## config.mk

```make
export PLATFORM = sky130hd
export DESIGN_NAME = hs_req_pacer
export DESIGN_NICKNAME = d
export VERILOG_FILES = /design/src/rtl/hs_pacer_pkg.sv /design/src/rtl/hs_pin_sync.sv /design/src/rtl/hs_arm_ctl.sv /design/src/rtl/hs_pend_cnt.sv /design/src/rtl/hs_req_pacer.sv
export SDC_FILE = /design/constraint.sdc
export NUM_CORES = 1
export LEC_CHECK = 0
export CORE_ASPECT_RATIO = 0.5
export CORE_MARGIN = 2
export CORE_UTILIZATION = 50
export CTS_CLUSTER_SIZE = 30
export DETAILED_ROUTE_END_ITERATION = 8
export HOLD_SLACK_MARGIN = 0.02
export PLACE_DENSITY_LB_ADDON = 0.2
export SLEW_MARGIN = 20
export SYNTH_ARGS = -nofsm -noshare
export SYNTH_HDL_FRONTEND = slang
export SYNTH_SLANG_ARGS = --single-unit
```

## constraint.sdc

```tcl
create_clock -name clk -period 4.4 [get_ports clk]
set_clock_uncertainty 0.1 [all_clocks]
set_input_delay 0.88 -clock clk [delete_from_list [all_inputs] [get_ports clk]]
set_output_delay 0.88 -clock clk [all_outputs]
set_load 0.01 [all_outputs]
```

## src/rtl/hs_pacer_pkg.sv

```systemverilog
// Package: shared defaults and the step command used between the
// edge logic and the pending counter.
package hs_pacer_pkg;
    localparam int DEF_CNT_W = 16;
    localparam int DEF_SYNC_STAGES = 2;

    typedef enum logic [1:0] {
        STEP_HOLD = 2'b00,
        STEP_UP   = 2'b01,
        STEP_DOWN = 2'b10
    } step_e;
endpackage

```

## src/rtl/hs_pin_sync.sv

```systemverilog
// Module: hs_pin_sync
// Brings the asynchronous request pin into the clock domain through
// SYNC_STAGES flops, then flags one cycle per qualifying transition.
// Assumes: SYNC_STAGES >= 2; rise_sel is quasi-static.
module hs_pin_sync #(
    parameter int SYNC_STAGES = 2
) (
    input  logic clk,
    input  logic rst_n,
    input  logic pin_async,
    input  logic rise_sel,
    output logic edge_hit
);
    logic [SYNC_STAGES-1:0] chain_q;
    logic                   last_q;

    // First synchronizer stage samples the raw pin.
    always_ff @(posedge clk) begin
        if (!rst_n) chain_q[0] <= 1'b0;
        else        chain_q[0] <= pin_async;
    end

    genvar g;
    generate
        for (g = 1; g < SYNC_STAGES; g++) begin : g_stage
            // Each further stage retimes the previous one.
            always_ff @(posedge clk) begin
                if (!rst_n) chain_q[g] <= 1'b0;
                else        chain_q[g] <= chain_q[g-1];
            end
        end
    endgenerate

    // Holds the previous synchronized level for edge comparison.
    always_ff @(posedge clk) begin
        if (!rst_n) last_q <= 1'b0;
        else        last_q <= chain_q[SYNC_STAGES-1];
    end

    // Picks the transition direction that counts.
    always_comb begin
        if (rise_sel) edge_hit = chain_q[SYNC_STAGES-1] & ~last_q;
        else          edge_hit = ~chain_q[SYNC_STAGES-1] & last_q;
    end
endmodule

```

## src/rtl/hs_arm_ctl.sv

```systemverilog
// Module: hs_arm_ctl
// Tracks the arm input: one load pulse on its rising change, and a run
// level on every later armed cycle.
// Assumes: arm_en is synchronous to clk.
module hs_arm_ctl (
    input  logic clk,
    input  logic rst_n,
    input  logic arm_en,
    output logic load_pulse,
    output logic running
);
    logic arm_q;

    // Remembers the arm level of the previous cycle.
    always_ff @(posedge clk) begin
        if (!rst_n) arm_q <= 1'b0;
        else        arm_q <= arm_en;
    end

    // Splits the arm level into a load cycle and run cycles.
    always_comb begin
        load_pulse = arm_en & ~arm_q;
        running    = arm_en &  arm_q;
    end
endmodule

```

## src/rtl/hs_pend_cnt.sv

```systemverilog
// Module: hs_pend_cnt
// Signed saturating counter of owed transfers. A load takes priority
// over a step; the step saturates at the signed limits.
// Assumes: step is only non-HOLD while the block runs.
module hs_pend_cnt
    import hs_pacer_pkg::*;
#(
    parameter int CNT_W = 16
) (
    input  logic             clk,
    input  logic             rst_n,
    input  logic             load,
    input  logic [CNT_W-1:0] load_val,
    input  step_e            step,
    output logic [CNT_W-1:0] count,
    output logic             positive
);
    localparam logic [CNT_W-1:0] MAX_V = {1'b0, {(CNT_W-1){1'b1}}};
    localparam logic [CNT_W-1:0] MIN_V = {1'b1, {(CNT_W-1){1'b0}}};
    localparam logic [CNT_W-1:0] ONE_V = {{(CNT_W-1){1'b0}}, 1'b1};

    logic [CNT_W-1:0] cnt_q;
    logic [CNT_W-1:0] cnt_d;

    // Computes the next count from load, step and the limits.
    always_comb begin
        cnt_d = cnt_q;
        if (load) begin
            cnt_d = load_val;
        end else begin
            case (step)
                STEP_UP:   if (cnt_q != MAX_V) cnt_d = cnt_q + ONE_V;
                STEP_DOWN: if (cnt_q != MIN_V) cnt_d = cnt_q - ONE_V;
                default:   cnt_d = cnt_q;
            endcase
        end
    end

    // Holds the count register.
    always_ff @(posedge clk) begin
        if (!rst_n) cnt_q <= '0;
        else        cnt_q <= cnt_d;
    end

    // Publishes the count and its above-zero flag.
    always_comb begin
        count    = cnt_q;
        positive = ~cnt_q[CNT_W-1] & (|cnt_q);
    end
endmodule

```

## src/rtl/hs_req_pacer.sv

```systemverilog
// Module: hs_req_pacer (top)
// Paces a transfer engine from an external request pin: synchronized pin
// edges add to a signed owed count, done strobes subtract from it, and the
// request is high while armed with a positive count.
// Assumes: blk_done is a single-cycle strobe in the clk domain.
module hs_req_pacer
    import hs_pacer_pkg::*;
#(
    parameter int CNT_W       = DEF_CNT_W,
    parameter int SYNC_STAGES = DEF_SYNC_STAGES
) (
    input  logic             clk,
    input  logic             rst_n,
    input  logic             arm_en,
    input  logic             rise_sel,
    input  logic [CNT_W-1:0] start_count,
    input  logic             req_pin,
    input  logic             blk_done,
    output logic             xfer_req,
    output logic [CNT_W-1:0] pend_count
);
    logic  edge_hit;
    logic  load_pulse;
    logic  running;
    logic  cnt_pos;
    step_e step;

    hs_pin_sync #(.SYNC_STAGES(SYNC_STAGES)) u_sync (
        .clk       (clk),
        .rst_n     (rst_n),
        .pin_async (req_pin),
        .rise_sel  (rise_sel),
        .edge_hit  (edge_hit)
    );

    hs_arm_ctl u_arm (
        .clk        (clk),
        .rst_n      (rst_n),
        .arm_en     (arm_en),
        .load_pulse (load_pulse),
        .running    (running)
    );

    // Merges edge and done into one step; both at once cancel out.
    always_comb begin
        step = STEP_HOLD;
        if (running) begin
            if (edge_hit && !blk_done)      step = STEP_UP;
            else if (!edge_hit && blk_done) step = STEP_DOWN;
        end
    end

    hs_pend_cnt #(.CNT_W(CNT_W)) u_cnt (
        .clk      (clk),
        .rst_n    (rst_n),
        .load     (load_pulse),
        .load_val (start_count),
        .step     (step),
        .count    (pend_count),
        .positive (cnt_pos)
    );

    // Request only while running with transfers owed.
    always_comb xfer_req = running & cnt_pos;
endmodule

```

## After elaboration in Yosys (flattened, before gate mapping)

Index checks and enable logic that the tools add are counted.

- $add $sub $neg: 2
- Equality and inequality tests: 6
- Multiplexer cells: 8
- Bitwise logic cells: 10
- Reduce and logical (&&, ||, !) cells: 7

Operator list:

| cell | number |
|---|---|
| 2-to-1 mux 16 bit | 3 |
| one-hot mux 16 bit (2 select lines) | 1 |
| adder 16 x 1 -> 16 bit (second input constant) | 1 |
| inequality test 16 x 15 -> 1 bit (second input constant) | 1 |
| inequality test 16 bit (second input constant) | 1 |
| OR reduction 16 bit | 1 |
| subtractor 16 x 1 -> 16 bit (second input constant) | 1 |
| bitwise AND 1 bit | 6 |
| 2-to-1 mux 2 bit | 3 |
| inequality test 3 x 2 -> 1 bit (second input constant) | 2 |
| inverter 1 bit | 4 |
| AND reduction 3 bit | 1 |
| nonzero test 3 bit | 1 |
| equality test 2 x 1 -> 1 bit (second input constant) | 1 |
| equality test 2 bit (second input constant) | 1 |
| logical AND 1 bit | 2 |
| zero test 1 bit | 2 |
| 2-to-1 mux 1 bit | 1 |

- Register bits after elaboration: 20
- Output and inout bits: 17

## Depth between registers and ports, before layout

- Depth in word-level cells: 11
- Gate-level depth with buffers: 11
- Mapped depth without buffers: 10

## Cells and area by module

A second synthesis with hierarchy kept.

- Cells, all modules: 196
- Area total of the unflattened synthesis: 1609.0 um2

By module, submodules not included:

| module | times used | cells an instance | area an instance (um2) | seq. area each (um2) |
|---|---|---|---|---|
| hs_pend_cnt | 1 | 180 | 1440.1 | 320.3 |
| hs_pin_sync | 1 | 9 | 102.6 | 60.1 |
| hs_arm_ctl | 1 | 4 | 42.5 | 20.0 |
| hs_req_pacer | 1 | 3 | 23.8 | 0.0 |

## Worst setup path after synthesis

OpenSTA, ideal clock, no wires.

- Path kind: input to register
- Start point: input rise_sel
- End point: register u_cnt.cnt_q[14] (netlist: u_cnt.count[14])
- Setup time: 0.115 ns
- Data arrival time: 2.772 ns
- Path slack: 1.412 ns
- Cell stages on the path: 10
- Cells stage by stage: and3b_1 -> or3_1 -> clkbuf_1 -> xnor2_1 -> ha_1 -> nand4_1 -> nor2_1 -> a32o_1 -> a41o_1 -> a31o_1

- Word-level cells in the longest chain between the ends: 9
- Elaborated cells on any way between the ends: 15
- Those cells by class: eq/ne (4); mux (6); reduce/logical (5)

RTL lines:

| element | RTL line | RTL |
|---|---|---|
| start: declaration | hs_req_pacer.sv:15 | `input logic rise_sel,` |
| 2-to-1 mux 1 bit * | hs_pin_sync.sv:42 | `if (rise_sel) edge_hit = chain_q[SYNC_STAGES-1] & ~last_q;` |
| zero test 1 bit | hs_req_pacer.sv:49 | `else if (!edge_hit && blk_done) step = STEP_DOWN;` |
| logical AND 1 bit | hs_req_pacer.sv:49 |  |
| 2-to-1 mux 2 bit | hs_req_pacer.sv:49 |  |
| 2-to-1 mux 2 bit * | hs_req_pacer.sv:48 | `if (edge_hit && !blk_done) step = STEP_UP;` |
| 2-to-1 mux 2 bit * | hs_req_pacer.sv:47 | `if (running) begin` |
| equality test 2 bit or equality test 2 x 1 -> 1 bit (tied branches) | hs_pend_cnt.sv:31 | `case (step)` |
| inequality test 3 x 2 -> 1 bit (no source line), or another cell as far along | n/a |  |
| AND reduction 3 bit (no source line) or 2-to-1 mux 16 bit (tied branches) | n/a |  |
| end signal: assignment | hs_pend_cnt.sv:42 | `else cnt_q <= cnt_d;` |
| end: declaration | hs_pend_cnt.sv:22 | `logic [CNT_W-1:0] cnt_q;` |

Mark *: on every way between the ends. The rest lies on a longest branch, timed or not.
A chain may end at the register's enable or synchronous reset.

## Worst setup path in the final report

- Start point: input arm_en
- End point: register u_cnt.cnt_q[12] (netlist: u_cnt.count[12])

- Word-level cells in the longest chain between the ends: 5
- Elaborated cells on any way between the ends: 11
- Those cells by class: eq/ne (4); mux (3); bitwise (2); reduce/logical (2)

RTL lines:

| element | RTL line | RTL |
|---|---|---|
| start: declaration | hs_req_pacer.sv:14 | `input logic arm_en,` |
| bitwise AND 1 bit | hs_arm_ctl.sv:23 | `running = arm_en & arm_q;` |
| 2-to-1 mux 2 bit | hs_req_pacer.sv:47 |  |
| equality test 2 bit or equality test 2 x 1 -> 1 bit (tied branches) | hs_pend_cnt.sv:31 |  |
| inequality test 3 x 2 -> 1 bit (no source line), or another cell as far along | n/a |  |
| AND reduction 3 bit (no source line) or 2-to-1 mux 16 bit (tied branches) | n/a |  |

Parallel ways exist; a longest one is shown, timed or not.

==> results.cfg <==
[status]
status = finished, final reports clean

[floorplan]
die_area_sq_um = 3500
ios = 39
fp.dieW_um = 81.69
fp.dieH_um = 42.85
coreArea_sq_um = 2943
fp-row-count = 14
initial_core_util_pct = 51.28

[place]
dp_cells = 269
portBuffers = 38
place_hpwl_um = 3235
post-place-ws_ps = 720.2
placed_area_sq_um = 1886
gp_congestion = 0.9085

[finish]
mostFrequentLayoutCells = 38 x clkdlybuf4s50_1, 22 x nor2_1, 21 x nand2_1, 20 x dfxtp_1, 13 x nand3_1
fin_cells = 273
final_common_cell = clkdlybuf4s50_1
multi_input_area_sq_um = 1017
utilization_pct = 65.94
final_area_sq_um = 1941
antennaDiodeCount = 0
nNetsFinal = 257
n_fill_cell = 255
seqCellArea_sq_um = 400.4
layout-drive-gt1-share_pct = 6.867
syn_to_final_growth_pct = 28.61

[synth]
ys_async_sr_fraction_pct = 0
synth_ff_type = dfxtp_1
yosys.cell_types.count = 53
syn_area_sq_um = 1509
synth_edf_count = 0
synth_seq_cells = 20
syn-instance-count = 202
avgSynthCellArea_sq_um = 7.470
synthesis.nets = 225
ys_seq_area_share_pct = 26.53
yosys_warnings = 0

[sta]
whs_ps = 354.4
setup_viol = 0
tightest_slew_ps = 712.2
rsz0062_at_grt = false
drv_slew = 0
totalNegativeSetupSlack_ps = 0
hold_viol_final = 0
post-route-period-util_pct = 79.38
fmax_ghz = 0.2863
layout_setup_ws_ps = 907.3
min_period_ps = 3493
slew_headroom_pct = 52.52

[global_routing]
grt_pass1_wl_um = 7514
antenna_found_initial = 0
overflow = 0
grt_pass1_vias = 1496
track_usage_pct = 28.21
grt_max_degree = 34

[power]
peakVddDrop_v = 0.0001368
power_per_cell_area_nw_per_um2 = 260.0
power.leakage_nw = 0.6750
total_power_mw = 0.5046

[route]
drt-total-wl_um = 4592
antenna_left = 0
detail_route.first_pass.iterations = 6
wire_per_inst_um = 16.82
initialDrtViolationCount = 166
route.detailed.vias_per_inst = 6.344
routed-via-count = 1732
remaining_drc_errors = 0

[setup_path]
r2r_cells = 10
critPathBufInv = 1
end_kind = register
required_ps = 4450
cp-start-kind = primary input
crit_chain = clkdlybuf4s50_1, nand3_1, or3_1, xnor2_1, ha_1, nand4_1, nor2_1, nand3_1, and3_1, o21ai_0, a31oi_1
path_class = in -> reg
crit_family = simple AND/OR/NAND/NOR gates
cp.depth = 11
crit_arrival_ps = 3540
cpPeakStageDelay_ps = 570
critical_path.max_fanout = 8
slowest_stage = clkdlybuf4s50_1
critPathMostFrequentCell = nand3_1

[clocking]
cts_root_buf = clkbuf_8
cts_tree = built
clock_path_buffers = 2
ctsHoldBuffers = 0
cts_sinks = 20
cts_resized = 0
htreeDepth = 1
clk_pin_slew_ps = 80
clk_latency_ps = 270
numCtsBuffers = 3
post_cts_buffers = 0

[job]
cap_violations = 0

[min_path]
whs_path_depth = 1
hp-class = reg -> reg
power breakdown:
group / total (mW) / switching (mW) / internal (mW)
Clock: 0.149 / 0.0687 / 0.0799
Combinational: 0.143 / 0.0733 / 0.0693
Sequential: 0.214 / 0.0215 / 0.192
sequential cells by signal (all words and copies together) (netlist names):
register,flops
u_arm.arm_q,1
u_sync.last_q,1
u_cnt.count,16
u_sync.chain_q,2
kinds of logic (layout without fill, tap and decap cells):
| group | after synthesis | in the layout | share of synthesized area, % |
|---|---|---|---|
| buffers and inverters | 18 | 49 | 6.218 |
| AND/OR/NAND/NOR | 101 | 101 | 35.74 |
| adder cells (fa/ha/maj) | 1 | 1 | 0.8291 |
| multiplexers | 1 | 1 | 0.6634 |
| XOR/XNOR | 2 | 2 | 1.161 |
| flip-flops | 20 | 20 | 26.53 |
| AO/OA/AOI/OAI | 59 | 59 | 28.86 |
worst register-to-register path, stage by stage (launching register included):
cell     delay (ps)
dfxtp_1         360
and3b_1         210
or3_1           530
xnor2_1         210
ha_1            300
nand4_1         120
nor2_1          240
nand3_1         130
and3_1          190
o21ai_0         170
a31oi_1         100
cells in the mapped netlist (2+ instances only):
cell | number | area (sq um)
or3_1 | 6 | 37.54
o32ai_1 | 2 | 17.52
buf_6 | 3 | 33.78
o22ai_1 | 5 | 31.28
dfxtp_1 | 20 | 400.4
and3_1 | 4 | 25.02
nor2_1 | 22 | 82.58
nand3b_1 | 2 | 15.01
and2_1 | 5 | 31.28
nand3_1 | 13 | 65.06
buf_2 | 3 | 15.01
or4_1 | 2 | 15.01
o21ai_0 | 9 | 45.04
nor3_1 | 7 | 35.03
o21a_1 | 7 | 52.55
nand4b_1 | 2 | 17.52
inv_1 | 4 | 15.01
nand4_1 | 7 | 43.79
o41ai_1 | 2 | 17.52
a311oi_1 | 2 | 17.52
a22oi_1 | 6 | 45.04
a21oi_1 | 7 | 35.03
clkbuf_1 | 7 | 26.28
nand2_1 | 21 | 78.83
a31oi_1 | 2 | 12.51
nand2b_1 | 2 | 12.51
o31ai_1 | 4 | 30.03
routing by layer:
metal | global-route usage, % | wire length [um]
met1 | 45.34 | 2173
met2 | 36.23 | 1880
met3 | 8.085 | 529
met4 | 5.000 | 9
met5 | 0 | 0
final timing paths:
kind	startpoint	to	slack [ps]
setup / recovery	arm_en	u_cnt.count[12]$_SDFFE_PN0P_	910
hold / removal	u_sync.chain_q[0]$_SDFF_PN0_	u_sync.chain_q[1]$_SDFF_PN0_	350
setup reg to reg	u_sync.last_q$_SDFF_PN0_	u_cnt.count[12]$_SDFFE_PN0P_	1620
hold reg to reg	u_sync.chain_q[0]$_SDFF_PN0_	u_sync.chain_q[1]$_SDFF_PN0_	350
area by class of cell:
type,count,share of cell area [%]
clock buffers,4,2.837
inverters,4,0.7737
multi-input cells,164,52.42
flip-flops and latches,20,20.63
well taps,40,2.579
repair buffers,41,20.76
(Power assumes the default switching activity.)
